--- src/rtl/mbx_pkg.sv ---
package mbx_pkg;
   localparam int unsigned WORD_W      = 32;
   localparam int unsigned MAX_WIN     = 124;
   localparam int unsigned COMB_WORDS  = 4;
   localparam int unsigned WIN_STRIDE  = 32;
   // in-window offsets
   localparam logic [4:0] OFF_STAT  = 5'h00;
   localparam logic [4:0] OFF_SET   = 5'h0C;
   localparam logic [4:0] OFF_IST   = 5'h10;
   localparam logic [4:0] OFF_ICLR  = 5'h14;
   localparam logic [4:0] OFF_IEN   = 5'h18;
   // frame offsets
   localparam logic [11:0] FR_CFG   = 12'hF80;
   localparam logic [11:0] FR_RESP  = 12'hF84;
   localparam logic [11:0] FR_REQ   = 12'hF88;
   localparam logic [11:0] FR_RDY   = 12'hF8C;
   localparam logic [11:0] FR_IST   = 12'hF90;
   localparam logic [11:0] FR_ICLR  = 12'hF94;
   localparam logic [11:0] FR_IEN   = 12'hF98;
   localparam logic [11:0] FR_COMB0 = 12'hFA0;
   localparam int unsigned COMB_EN_BIT = 2;
endpackage

--- src/rtl/mbx_sync2.sv ---
module mbx_sync2 (
   input  logic clk,
   input  logic rst_n,
   input  logic d_async,
   output logic q_sync
);
   logic stage1;

   always_ff @(posedge clk) begin
      if (!rst_n) begin
         stage1 <= 1'b0;
         q_sync <= 1'b0;
      end else begin
         stage1 <= d_async;
         q_sync <= stage1;
      end
   end

   AST_SYNC_PIPE: assert property (@(posedge clk) disable iff (!rst_n)
      q_sync == $past(stage1));
endmodule

--- src/rtl/mbx_win.sv ---
module mbx_win
   import mbx_pkg::*;
#(
   parameter int unsigned DW = WORD_W
)(
   input  logic          clk,
   input  logic          rst_n,
   input  logic          set_we,
   input  logic          iclr_we,
   input  logic          ien_we,
   input  logic [DW-1:0] wdata,
   input  logic [DW-1:0] clr_mask,
   output logic [DW-1:0] status,
   output logic          ist,
   output logic          ien
);
   logic [DW-1:0] status_d;
   logic          fall;

   always_comb begin
      status_d = status & ~clr_mask;
      if (set_we) status_d = status_d | wdata;
   end

   assign fall = |(status & ~status_d);

   always_ff @(posedge clk) begin
      if (!rst_n) begin
         status <= '0;
         ist    <= 1'b0;
         ien    <= 1'b0;
      end else begin
         status <= status_d;
         if (fall)                      ist <= 1'b1;
         else if (iclr_we && wdata[0])  ist <= 1'b0;
         if (ien_we)                    ien <= wdata[0];
      end
   end

   AST_SET_OR: assert property (@(posedge clk) disable iff (!rst_n)
      set_we |=> ((status & $past(wdata)) == $past(wdata)));
   AST_CLR_APPLIED: assert property (@(posedge clk) disable iff (!rst_n)
      !set_we |=> ((status & $past(clr_mask)) == '0));
   AST_FALL_STICKY: assert property (@(posedge clk) disable iff (!rst_n)
      fall |=> ist);
   AST_IST_HOLD: assert property (@(posedge clk) disable iff (!rst_n)
      (ist && !(iclr_we && wdata[0])) |=> ist);
   AST_ICLR_DROPS: assert property (@(posedge clk) disable iff (!rst_n)
      (iclr_we && wdata[0] && !fall) |=> !ist);
endmodule

--- src/rtl/mbx_send_frame.sv ---
module mbx_send_frame
   import mbx_pkg::*;
#(
   parameter int unsigned NUM_WIN = 4,
   parameter int unsigned AW      = 12
)(
   input  logic                      clk,
   input  logic                      rst_n,
   input  logic                      bus_wr,
   input  logic [AW-1:0]             bus_addr,
   input  logic [WORD_W-1:0]         bus_wdata,
   output logic [WORD_W-1:0]         bus_rdata,
   input  logic [NUM_WIN*WORD_W-1:0] rx_clr_mask,
   output logic [NUM_WIN*WORD_W-1:0] win_status,
   output logic                      acc_req,
   input  logic                      acc_ack,
   output logic                      tx_irq
);
   localparam int unsigned IDX_W    = AW - 5;
   localparam int unsigned WIN_SPAN = NUM_WIN * WIN_STRIDE;
   localparam int unsigned COMB_W   = COMB_WORDS * WORD_W;

   if (NUM_WIN < 1 || NUM_WIN > MAX_WIN) begin : g_bad_num
      $error("mbx_send_frame: NUM_WIN out of range");
   end
   if (AW != 12) begin : g_bad_aw
      $error("mbx_send_frame: AW must be 12");
   end

   logic                 win_hit;
   logic [IDX_W-1:0]     widx;
   logic [4:0]           woff;
   logic [WORD_W-1:0]    stat  [NUM_WIN];
   logic [NUM_WIN-1:0]   ist_v, ien_v;
   logic [COMB_W-1:0]    comb_all;
   logic                 comb_en, acc_rdy, comb_any;

   assign win_hit = (32'(bus_addr) < WIN_SPAN);
   assign widx    = bus_addr[AW-1:5];
   assign woff    = bus_addr[4:0];

   for (genvar w = 0; w < NUM_WIN; w++) begin : g_win
      logic sel;
      assign sel = bus_wr && win_hit && (widx == IDX_W'(w));
      mbx_win #(.DW(WORD_W)) u_win (
         .clk      (clk),
         .rst_n    (rst_n),
         .set_we   (sel && woff == OFF_SET),
         .iclr_we  (sel && woff == OFF_ICLR),
         .ien_we   (sel && woff == OFF_IEN),
         .wdata    (bus_wdata),
         .clr_mask (rx_clr_mask[w*WORD_W +: WORD_W]),
         .status   (stat[w]),
         .ist      (ist_v[w]),
         .ien      (ien_v[w])
      );
      assign win_status[w*WORD_W +: WORD_W] = stat[w];
   end

   always_comb begin
      comb_all = '0;
      comb_all[NUM_WIN-1:0] = ist_v & ien_v;
   end
   assign comb_any = |comb_all;
   assign tx_irq   = comb_en && comb_any;

   always_ff @(posedge clk) begin
      if (!rst_n) begin
         acc_req <= 1'b0;
         comb_en <= 1'b0;
      end else if (bus_wr) begin
         if (bus_addr == FR_REQ) acc_req <= bus_wdata[0];
         if (bus_addr == FR_IEN) comb_en <= bus_wdata[COMB_EN_BIT];
      end
   end

   mbx_sync2 u_rdy_sync (
      .clk     (clk),
      .rst_n   (rst_n),
      .d_async (acc_ack),
      .q_sync  (acc_rdy)
   );

   always_comb begin
      bus_rdata = '0;
      if (win_hit) begin
         for (int w = 0; w < NUM_WIN; w++) begin
            if (widx == IDX_W'(w)) begin
               case (woff)
                  OFF_STAT: bus_rdata = stat[w];
                  OFF_IST:  bus_rdata[0] = ist_v[w];
                  OFF_IEN:  bus_rdata[0] = ien_v[w];
                  default:  bus_rdata = '0;
               endcase
            end
         end
      end else begin
         case (bus_addr)
            FR_CFG:         bus_rdata[6:0] = 7'(NUM_WIN);
            FR_REQ:         bus_rdata[0] = acc_req;
            FR_RDY:         bus_rdata[0] = acc_rdy;
            FR_IST:         bus_rdata[COMB_EN_BIT] = comb_any;
            FR_IEN:         bus_rdata[COMB_EN_BIT] = comb_en;
            FR_COMB0:       bus_rdata = comb_all[0*WORD_W +: WORD_W];
            FR_COMB0 + 4:   bus_rdata = comb_all[1*WORD_W +: WORD_W];
            FR_COMB0 + 8:   bus_rdata = comb_all[2*WORD_W +: WORD_W];
            FR_COMB0 + 12:  bus_rdata = comb_all[3*WORD_W +: WORD_W];
            default:        bus_rdata = '0;
         endcase
      end
   end

   AST_IRQ_GATED: assert property (@(posedge clk) disable iff (!rst_n)
      tx_irq |-> (comb_en && (ist_v & ien_v) != '0));
   AST_REQ_WRITE: assert property (@(posedge clk) disable iff (!rst_n)
      (bus_wr && bus_addr == FR_REQ) |=> (acc_req == $past(bus_wdata[0])));
   AST_REQ_HOLD: assert property (@(posedge clk) disable iff (!rst_n)
      !(bus_wr && bus_addr == FR_REQ) |=> $stable(acc_req));
endmodule

--- config.mk ---
export PLATFORM = sky130hd
export DESIGN_NAME = mbx_send_frame
export DESIGN_NICKNAME = d
export VERILOG_FILES = /design/src/rtl/mbx_pkg.sv /design/src/rtl/mbx_sync2.sv /design/src/rtl/mbx_win.sv /design/src/rtl/mbx_send_frame.sv
export SDC_FILE = /design/constraint.sdc
export NUM_CORES = 1
export LEC_CHECK = 0
export CAP_MARGIN = 20
export CORE_ASPECT_RATIO = 1.25
export CORE_MARGIN = 2
export CORE_UTILIZATION = 30
export DETAILED_ROUTE_END_ITERATION = 8
export HOLD_SLACK_MARGIN = 0.06
export REMOVE_ABC_BUFFERS = 1
export SLEW_MARGIN = 15
export SYNTH_ARGS = -nofsm -noshare
export SYNTH_HDL_FRONTEND = slang
export SYNTH_SLANG_ARGS = --single-unit
--- constraint.sdc ---
create_clock -name clk -period 7 [get_ports clk]
set_clock_uncertainty 0.1 [all_clocks]
set_input_delay 1.05 -clock clk [delete_from_list [all_inputs] [get_ports clk]]
set_output_delay 1.05 -clock clk [all_outputs]
set_load 0.02 [all_outputs]
# Yosys cells after proc, flatten, opt, wreduce, memory -nomap -nowiden
# Cells that the tools add are included.
dict set report word_totals {
  input_bits 176
  reg_bits 140
  output_inout_bits 162
}
dict set report classes {
  n_mux 29
  bitwise 21
  eq_ne 13
  magnitude_cmp 1
  n_reduce_logical 36
}
# op n
set op_table {}
lappend op_table {{$mux W32} 9}
lappend op_table {{$and A32 B32 Y32} 8}
lappend op_table {{$not A32 Y32} 8}
lappend op_table {{$pmux W31 S2} 3}
lappend op_table {{$or A32 B32 Y32} 4}
lappend op_table {{$reduce_or A32 Y1} 4}
lappend op_table {{$eq A12 B12 Y1 const B} 6}
lappend op_table {{$mux W31} 1}
lappend op_table {{$logic_and A1 B1 Y1} 22}
lappend op_table {{$eq A5 B5 Y1 const B} 3}
lappend op_table {{$pmux W1 S3} 5}
lappend op_table {{$eq A7 B2 Y1 const B} 2}
lappend op_table {{$lt A12 B8 Y1 const B} 1}
lappend op_table {{$mux W1} 10}
lappend op_table {{$reduce_bool A2 Y1} 4}
lappend op_table {{$eq A7 B1 Y1 const B} 1}
lappend op_table {{$logic_not A7 Y1} 1}
lappend op_table {{$eq A5 B4 Y1 const B} 1}
lappend op_table {{$logic_not A5 Y1} 1}
lappend op_table {{$and A4 B4 Y4} 1}
lappend op_table {{$pmux W1 S4} 1}
lappend op_table {{$reduce_and A2 Y1} 2}
lappend op_table {{$reduce_or A4 Y1} 1}
lappend op_table {{$reduce_or A2 Y1} 1}

# Longest topological paths before layout
# Gate-level depths: netlist of run 1.
dict set report depth {
  depth_word 10
  mapped_depth 9
}

# Hierarchy
# From an unflattened synthesis of run 1, not the netlist that was laid out.
dict set report hier_totals {
  cells_unflattened 968
  hier_area_um2 8050.2
}
# module seq_area_each_um2 area_each_um2 instances cells_each
set modules_own_cells {}
lappend modules_own_cells {mbx_win 680.7 1620.3 4 202}
lappend modules_own_cells {mbx_send_frame 40.0 1516.5 1 156}
lappend modules_own_cells {mbx_sync2 40.0 52.6 1 4}

# Least setup slack after synthesis of run 1
# OpenSTA, ideal clock, no wires.
dict set report synth_path {
  path_type {input-to-output}
  startpoint {in bus_addr[7]}
  endpoint {out bus_rdata[3]}
  cell_stages 8
  arrival_ps 3182
  required_time_ps 5850
  setup_slack_ps 2668
  path_buffers 3
  path_cell_list {or4_1 buf_4 buf_6 nor3_1 clkbuf_1 a222oi_1 a21boi_0 o22ai_1}
}
dict set report synth_between {
  elab_chain_cells 9
  word_cells_on_any_way 15
  classes_between {order compare: 1; eq/ne: 4; mux: 9; reduce/logical: 1}
}
# element line_no
set synth_rtl {}
lappend synth_rtl {{start: declaration} mbx_send_frame.sv:10} ;# input logic [AW-1:0] bus_addr,
lappend synth_rtl {{$logic_not A7 Y1} mbx_send_frame.sv:88} ;# if (widx == IDX_W'(w)) begin
lappend synth_rtl {{$mux W32} mbx_send_frame.sv:88}
lappend synth_rtl {{$pmux W31 S2} mbx_send_frame.sv:89} ;# case (woff)
lappend synth_rtl {{$mux W32} mbx_send_frame.sv:88}
lappend synth_rtl {{$pmux W31 S2} mbx_send_frame.sv:89}
lappend synth_rtl {{$mux W32} mbx_send_frame.sv:88}
lappend synth_rtl {{$pmux W31 S2} mbx_send_frame.sv:89}
lappend synth_rtl {{$mux W32} mbx_send_frame.sv:88}
lappend synth_rtl {{$mux W32 *} mbx_send_frame.sv:86} ;# if (win_hit) begin
lappend synth_rtl {{end: declaration} mbx_send_frame.sv:12} ;# output logic [WORD_W-1:0] bus_rdata,
# Every way passes the cells marked *; elsewhere a longest branch is shown, timed or not.

# Worst setup path after layout of run 1
# Ends and elaborated chain as after synthesis.

==> metrics.yaml, run 1 <==
grt_max_degree: 75
grt_setup_unrepaired: "false"
via_per_inst: 5.449
setup_viol: 0
worstHoldPathType: "reg2reg"
insertion_delay_ns: 0.42
slew_viol_final: 0
via_count: 9225
top_usage_layer: "met2"
critical_path.top_delay_family: "buffers and inverters"
tns_ns: 0
async_flop_share_pct: 0
final_cell_mix: "336 x clkdlybuf4s50_1, 166 x nand2_1, 161 x a21oi_1, 150 x nor2b_1, 140 x dfxtp_1"
ctsResizeCount: 0
gp_congestion: 0.8841
whs_ns: 0.3370
crit_type: "in2out"
ys_ff_latch: 140
slew_headroom_pct: 30.12
drt-initial-drc-count: 566
hpwlAfterDp_um: 29090
final_nets: 1514
min_delay_path_depth: 1
worst_setup_path_end_kind: "output port"
initial_core_util_pct: 30.64
tightest_slew_ns: 1.034
cts_buffers: 17
antenna_found_initial: 3
worstPathCellList: "clkdlybuf4s50_1 > or4_1 > buf_4 > nor2_2 > buf_4 > a21boi_0 > o22ai_1 > clkdlybuf4s50_1"
synth-edff-count: 0
grt_overflow_total: 0
use_met3_pct: 4.352
crit_slowest_cell: "nor2_2"
synth.distinct_cells: 54
ant_nets: 0
power_density_mw_per_mm2: 155.2
grt_pass1_vias: 8927
io_pins: 338
r2r_cells: 6
remaining_drc_errors: 0
cts_tree: "done"
final.fill_count: 2642
placedCellCount: 1659
htreeDepth: 4
numClockSinks: 140
synth-seq-area-share_pct: 35.05
synthCells: 1030
num_rows: 66
required_ns: 5.85
area_growth_pct: 53.17
cap_violations: 0
hold_violations: 0
cpPeakStageDelay_ns: 0.68
power_leakage_nw: 3.908
gr-usage-met2_pct: 47.96
grt_pass1_wl_um: 55540
max_freq_mhz: 178.2
track_usage_pct: 26.31
cts-root-buf: "clkbuf_16"
postRouteWirelength_um: 38130
postCtsSetupBuffers: 0
status: "finished clean"
syn-cell-area_mm2: 0.007996
hold_buffers: 0
peakVddDrop_uv: 138.7
synth_warnings: 0
avgSynthCellArea_um2: 7.764
post_drt_wl_per_cell_um: 22.52
finalCritPeriodShare_pct: 80.17
core_mm2: 0.02610
die_area_mm2: 0.02798
clockBufferDepth: 2
cp.buffers_inverters: 4
cp_max_fo: 23
die_h_um: 186.5
cp_num_cells: 8
path_clk_slew_ns: 0.07
drive_gt1_share_pct: 5.481
chipWidth_um: 150.0
mostFrequentLayoutCell: "clkdlybuf4s50_1"
period_needed_ns: 5.612
met1_usage_pct: 31.65
arrival_ns: 4.46
fin_cells: 1693
fin_util_pct: 46.94
ys.flop_type: "dfxtp_1"
startpoint_type: "primary input"
firstDrtPassIters: 7
port_buffers: 337
## area by class of cell
class	instances	area, um^2	share of cell area, %
clock inverters	13	142.6	1.165
inverters	8	30.03	0.2452
repair buffers	359	3533	28.85
flip-flops and latches	140	2803	22.88
diodes	3	7.507	0.06129
well taps	340	425.4	3.473
clock buffers	18	429.2	3.504
multi-input cells	812	4877	39.82
## report_power, final
| group | switching (mW) | internal (mW) |
|---|---|---|
| Clock | 0.389 | 0.526 |
| Combinational | 0.0786 | 0.110 |
| Sequential | 0.000228 | 0.797 |
| Total | 0.468 | 1.43 |
## routing by layer
| layer | vias to the layer above | part of all wire, % |
|---|---|---|
| met2 | 375 | 51 |
| met1 | 4464 | 40 |
| met3 | 39 | 6.7 |
| met5 | - | 0 |
| li1 | 4347 | - |
| met4 | 0 | 2.0 |
## synthesized netlist by cell type (3+ instances only)
cell type  number  area, um^2
mux2i_1         8       80.08
nand3_1        16       80.08
o22ai_1         8       50.05
a21boi_0       54       405.4
buf_4           3       22.52
and2_1          4       25.02
nand2b_1       51       319.1
or2_2           3       18.77
o21a_1          8       60.06
nor3_1          8       40.04
nor2b_1       150       938.4
dfxtp_1       140        2803
nor4_1         14       87.58
a31oi_1        35       219.0
buf_2          15       75.07
clkbuf_1       44       165.2
a32oi_1        10       87.58
nor3_2          3       30.03
nor4b_1         6       52.55
nor2_1         13       48.80
a311oi_1        5       43.79
nor4bb_1        7       70.07
nor4_4          3       63.81
nand2_1       166       623.1
inv_1           8       30.03
nand4_1        17       106.4
o21ai_0         4       20.02
buf_1           4       15.01
a21oi_1       161       805.8
a222oi_1       31       310.3
buf_6           4       45.04
## logic make-up after synthesis
group,after synthesis,synth area share (%)
AO/OA/AOI/OAI,327,26.29
buffers and inverters,78,4.412
flip-flops,140,35.05
multiplexers,8,1.001
AND/OR/NAND/NOR,477,33.25
## state kept, by name (all words and copies together) (netlist names)
register	cells
acc_req	1
g_win.u_win.ien	4
g_win.u_win.status	128
g_win.u_win.ist	4
comb_en	1
u_rdy_sync.stage1	1
u_rdy_sync.q_sync	1
## final timing paths
path,start,end,slack [ns]
worst max-delay path,bus_addr[7],bus_rdata[3],1.39
worst min-delay path,u_rdy_sync.stage1$_SDFF_PN0_,u_rdy_sync.q_sync$_SDFF_PN0_,0.34
worst max register to register,g_win[2].u_win.status[10]$_SDFF_PN0_,g_win[2].u_win.ist$_SDFFE_PN0P_,5.02
worst min register to register,u_rdy_sync.stage1$_SDFF_PN0_,u_rdy_sync.q_sync$_SDFF_PN0_,0.34
## stage by stage
| step | area [um^2] | setup WS [ns] | power, mW |
|---|---|---|---|
| floorplan | 7674 | 1.051 | 0.8475 |
| global placement | 11660 | 1.327 | 1.000 |
| detailed placement | 11670 | 1.347 | 1.001 |
| CTS | 12240 | 1.340 | 1.912 |
| global route | 12250 | 1.267 | 1.957 |
| finish | 12250 | 1.388 | 1.901 |
Power figures use the tool's default switching activity.
==> inputs of run 2 (changes only) <==
==> constraint.sdc (replaced) <==
create_clock -name clk -period 5 [get_ports clk]
set_clock_uncertainty 0.1 [all_clocks]
set_input_delay 0.75 -clock clk [delete_from_list [all_inputs] [get_ports clk]]
set_output_delay 0.75 -clock clk [all_outputs]
set_load 0.02 [all_outputs]
==> run 2 against run 1 <==
Effect of this change: non-clock buffer count grew 14; first-iteration DRC count grew 26%; design area grew 1.3%; via count grew 0.95%; critical endpoint is now bus_rdata[11].
==> metrics.yaml, run 2 (synthesis results as in run 1) <==
status: "finished clean"
peakVddDrop_uv: 222.4  # +60%
post_drt_wl_per_cell_um: 22.42  # -0.44%
largest_reg_flops: 128  # unchanged
numClockSinks: 140  # unchanged
final_nets: 1528  # +0.92%
grt_pass1_wl_um: 55810  # +0.48%
largest_registers: "g_win.u_win.status x128, g_win.u_win.ien x4, g_win.u_win.ist x4"
slew_viol_final: 0  # unchanged
setup_viol: 0  # unchanged
r2r_cells: 6  # unchanged
via_per_inst: 5.462  # +0.24%
crit_slowest_cell: "or4_1"
num_rows: 66  # unchanged
port_buffers: 337  # unchanged
chipWidth_um: 150.0  # unchanged
worstHoldPathType: "reg2reg"
cpPeakStageDelay_ns: 0.73  # +0.05 ns
placedCellCount: 1673  # +0.84%
cts-root-buf: "clkbuf_16"
hpwlAfterDp_um: 29270  # +0.60%
regMostFlops: "g_win.u_win.status"
tightest_slew_ns: 0.9984  # -0.03560 ns
track_usage_pct: 26.46  # +0.15 points
area_growth_pct: 55.11
core_mm2: 0.02610  # unchanged
die_area_mm2: 0.02798  # unchanged
power_leakage_nw: 4.004  # +2.5%
period_needed_ns: 4.564
grt_overflow_total: 0  # unchanged
postRouteWirelength_um: 38230  # +0.26%
cp_max_fo: 18  # -22%
insertion_delay_ns: 0.42  # about the same
cpMostUsedCell: "clkdlybuf4s50_1"
remaining_drc_errors: 0  # unchanged
hold_violations: 0  # unchanged
htreeDepth: 4  # unchanged
critical_path.top_delay_family: "buffers and inverters"
cts_tree: "done"
reg2reg_slack_ns: 2.95  # -2.07 ns
required_ns: 4.15  # -1.70 ns
min_delay_path_depth: 1  # unchanged
ctsResizeCount: 0  # unchanged
postCtsSetupBuffers: 0  # unchanged
mostFrequentLayoutCell: "clkdlybuf4s50_1"
drive_gt1_share_pct: 6.452  # +0.97 points
io_pins: 338  # unchanged
cp_num_cells: 7  # -1
cp.buffers_inverters: 3  # -1
power_density_mw_per_mm2: 218.2  # +41%
path_clk_slew_ns: 0.06  # about the same
ant_nets: 0  # unchanged
clockBufferDepth: 2  # unchanged
cap_violations: 0  # unchanged
grt_max_degree: 102  # +36%
worstPathCellList: "clkdlybuf4s50_1 > or4_1 > nor3_4 > buf_4 > nand2_1 > a21oi_1 > clkdlybuf4s50_1"
gp_congestion: 0.8736  # -1.2%
worst_setup_path_end_kind: "output port"
grt_pass1_vias: 8864  # -0.71%
final_cell_mix: "336 x clkdlybuf4s50_1, 166 x nand2_1, 161 x a21oi_1, 150 x nor2b_1, 140 x dfxtp_1"
crit_type: "in2out"
die_h_um: 186.5  # unchanged
arrival_ns: 3.71  # -0.75 ns
grt_setup_unrepaired: "false"
antenna_found_initial: 1  # -2
finalCritPeriodShare_pct: 91.27
max_freq_mhz: 219.1
via_count: 9313  # +0.95%
cts_buffers: 17  # unchanged
whs_ns: 0.3400  # +0.003024 ns
fin_cells: 1705  # +0.71%
startpoint_type: "primary input"
firstDrtPassIters: 7  # unchanged
slew_headroom_pct: 33.44  # +3.3 points
drt-initial-drc-count: 712  # +26%
initial_core_util_pct: 30.64  # unchanged
hold_buffers: 0  # unchanged
[run 2: cell types whose count changed in the layout (fill, tap and decap cells not counted), moves of 2 or more]
cell        delta
buf_4         +12
clkinv_2       +2
diode_2        -2
buf_12         +3
clkinvlp_4     -2
[run 2: path summary, 6_finish.rpt]
| path | start | end |
|---|---|---|
| setup / recovery | bus_addr[7] | bus_rdata[11] |
| hold / removal | u_rdy_sync.stage1$_SDFF_PN0_ | u_rdy_sync.q_sync$_SDFF_PN0_ |
| setup reg to reg | g_win[2].u_win.status[10]$_SDFF_PN0_ | g_win[2].u_win.ist$_SDFFE_PN0P_ |
| hold reg to reg | u_rdy_sync.stage1$_SDFF_PN0_ | u_rdy_sync.q_sync$_SDFF_PN0_ |
[run 2: where the power goes]
part	total [mW]	switching, mW	leakage (nW)	internal (mW)
Combinational	0.269	0.112	2.59	0.157
Sequential	1.12	0.000329	1.13	1.12
Clock	1.32	0.538	0.286	0.784
[run 2: final cells by class]
class | count | area (um^2)
diodes | 1 | 2.502
clock buffers | 17 | 425.4
clock inverters | 14 | 167.7
fillers | 2636 | 13690
inverters | 8 | 30.03
multi-input cells | 812 | 4871
flip-flops and latches | 140 | 2803
well taps | 340 | 425.4
repair buffers | 373 | 3679
[run 2: per-stage QoR]
step / utilization, % / area (um^2) / power, mW / TNS (ns) / setup slack, ns
final: 47.53 / 12400 / 2.706 / 0 / 0.4364
after global routing: 47.53 / 12400 / 2.785 / 0 / 0.3261
after CTS: 47.52 / 12400 / 2.717 / 0 / 0.4392
after detailed placement: 45.25 / 11810 / 1.406 / 0 / 0.4514
after global placement: 45.25 / 11810 / 1.406 / 0 / 0.5232
after floorplan: - / 7674 / 1.186 / -2.997 / -0.6486
[run 2: worst reg2reg max path, stage by stage, from the launching register on]
cell and delay [ns]:
dfxtp_1 0.33, nand2_1 0.14, o22ai_1 0.10, or2_2 0.34, a311oi_1 0.25, nand4_1 0.20
o41a_1 0.46
[run 2: per-layer routing]
metal / up-vias / share of wire (%) / global-route usage [%]
li1: 4375 / - / -
met3: 65 / 7.3 / 4.841
met5: - / 0 / 0
met4: 0 / 3.1 / 9.434
met2: 458 / 50 / 45.75
met1: 4415 / 40 / 32.55
==> inputs of run 3 (changes only) <==
--- a/config.mk
+++ b/config.mk
@@ -10,6 +10,7 @@
 export CORE_MARGIN = 2
 export CORE_UTILIZATION = 30
 export DETAILED_ROUTE_END_ITERATION = 8
+export GPL_ROUTABILITY_DRIVEN = 1
 export HOLD_SLACK_MARGIN = 0.06
 export REMOVE_ABC_BUFFERS = 1
 export SLEW_MARGIN = 15
==> results of run 3 <==
No change in the layout: final DEF, timing and power equal those of run 2.
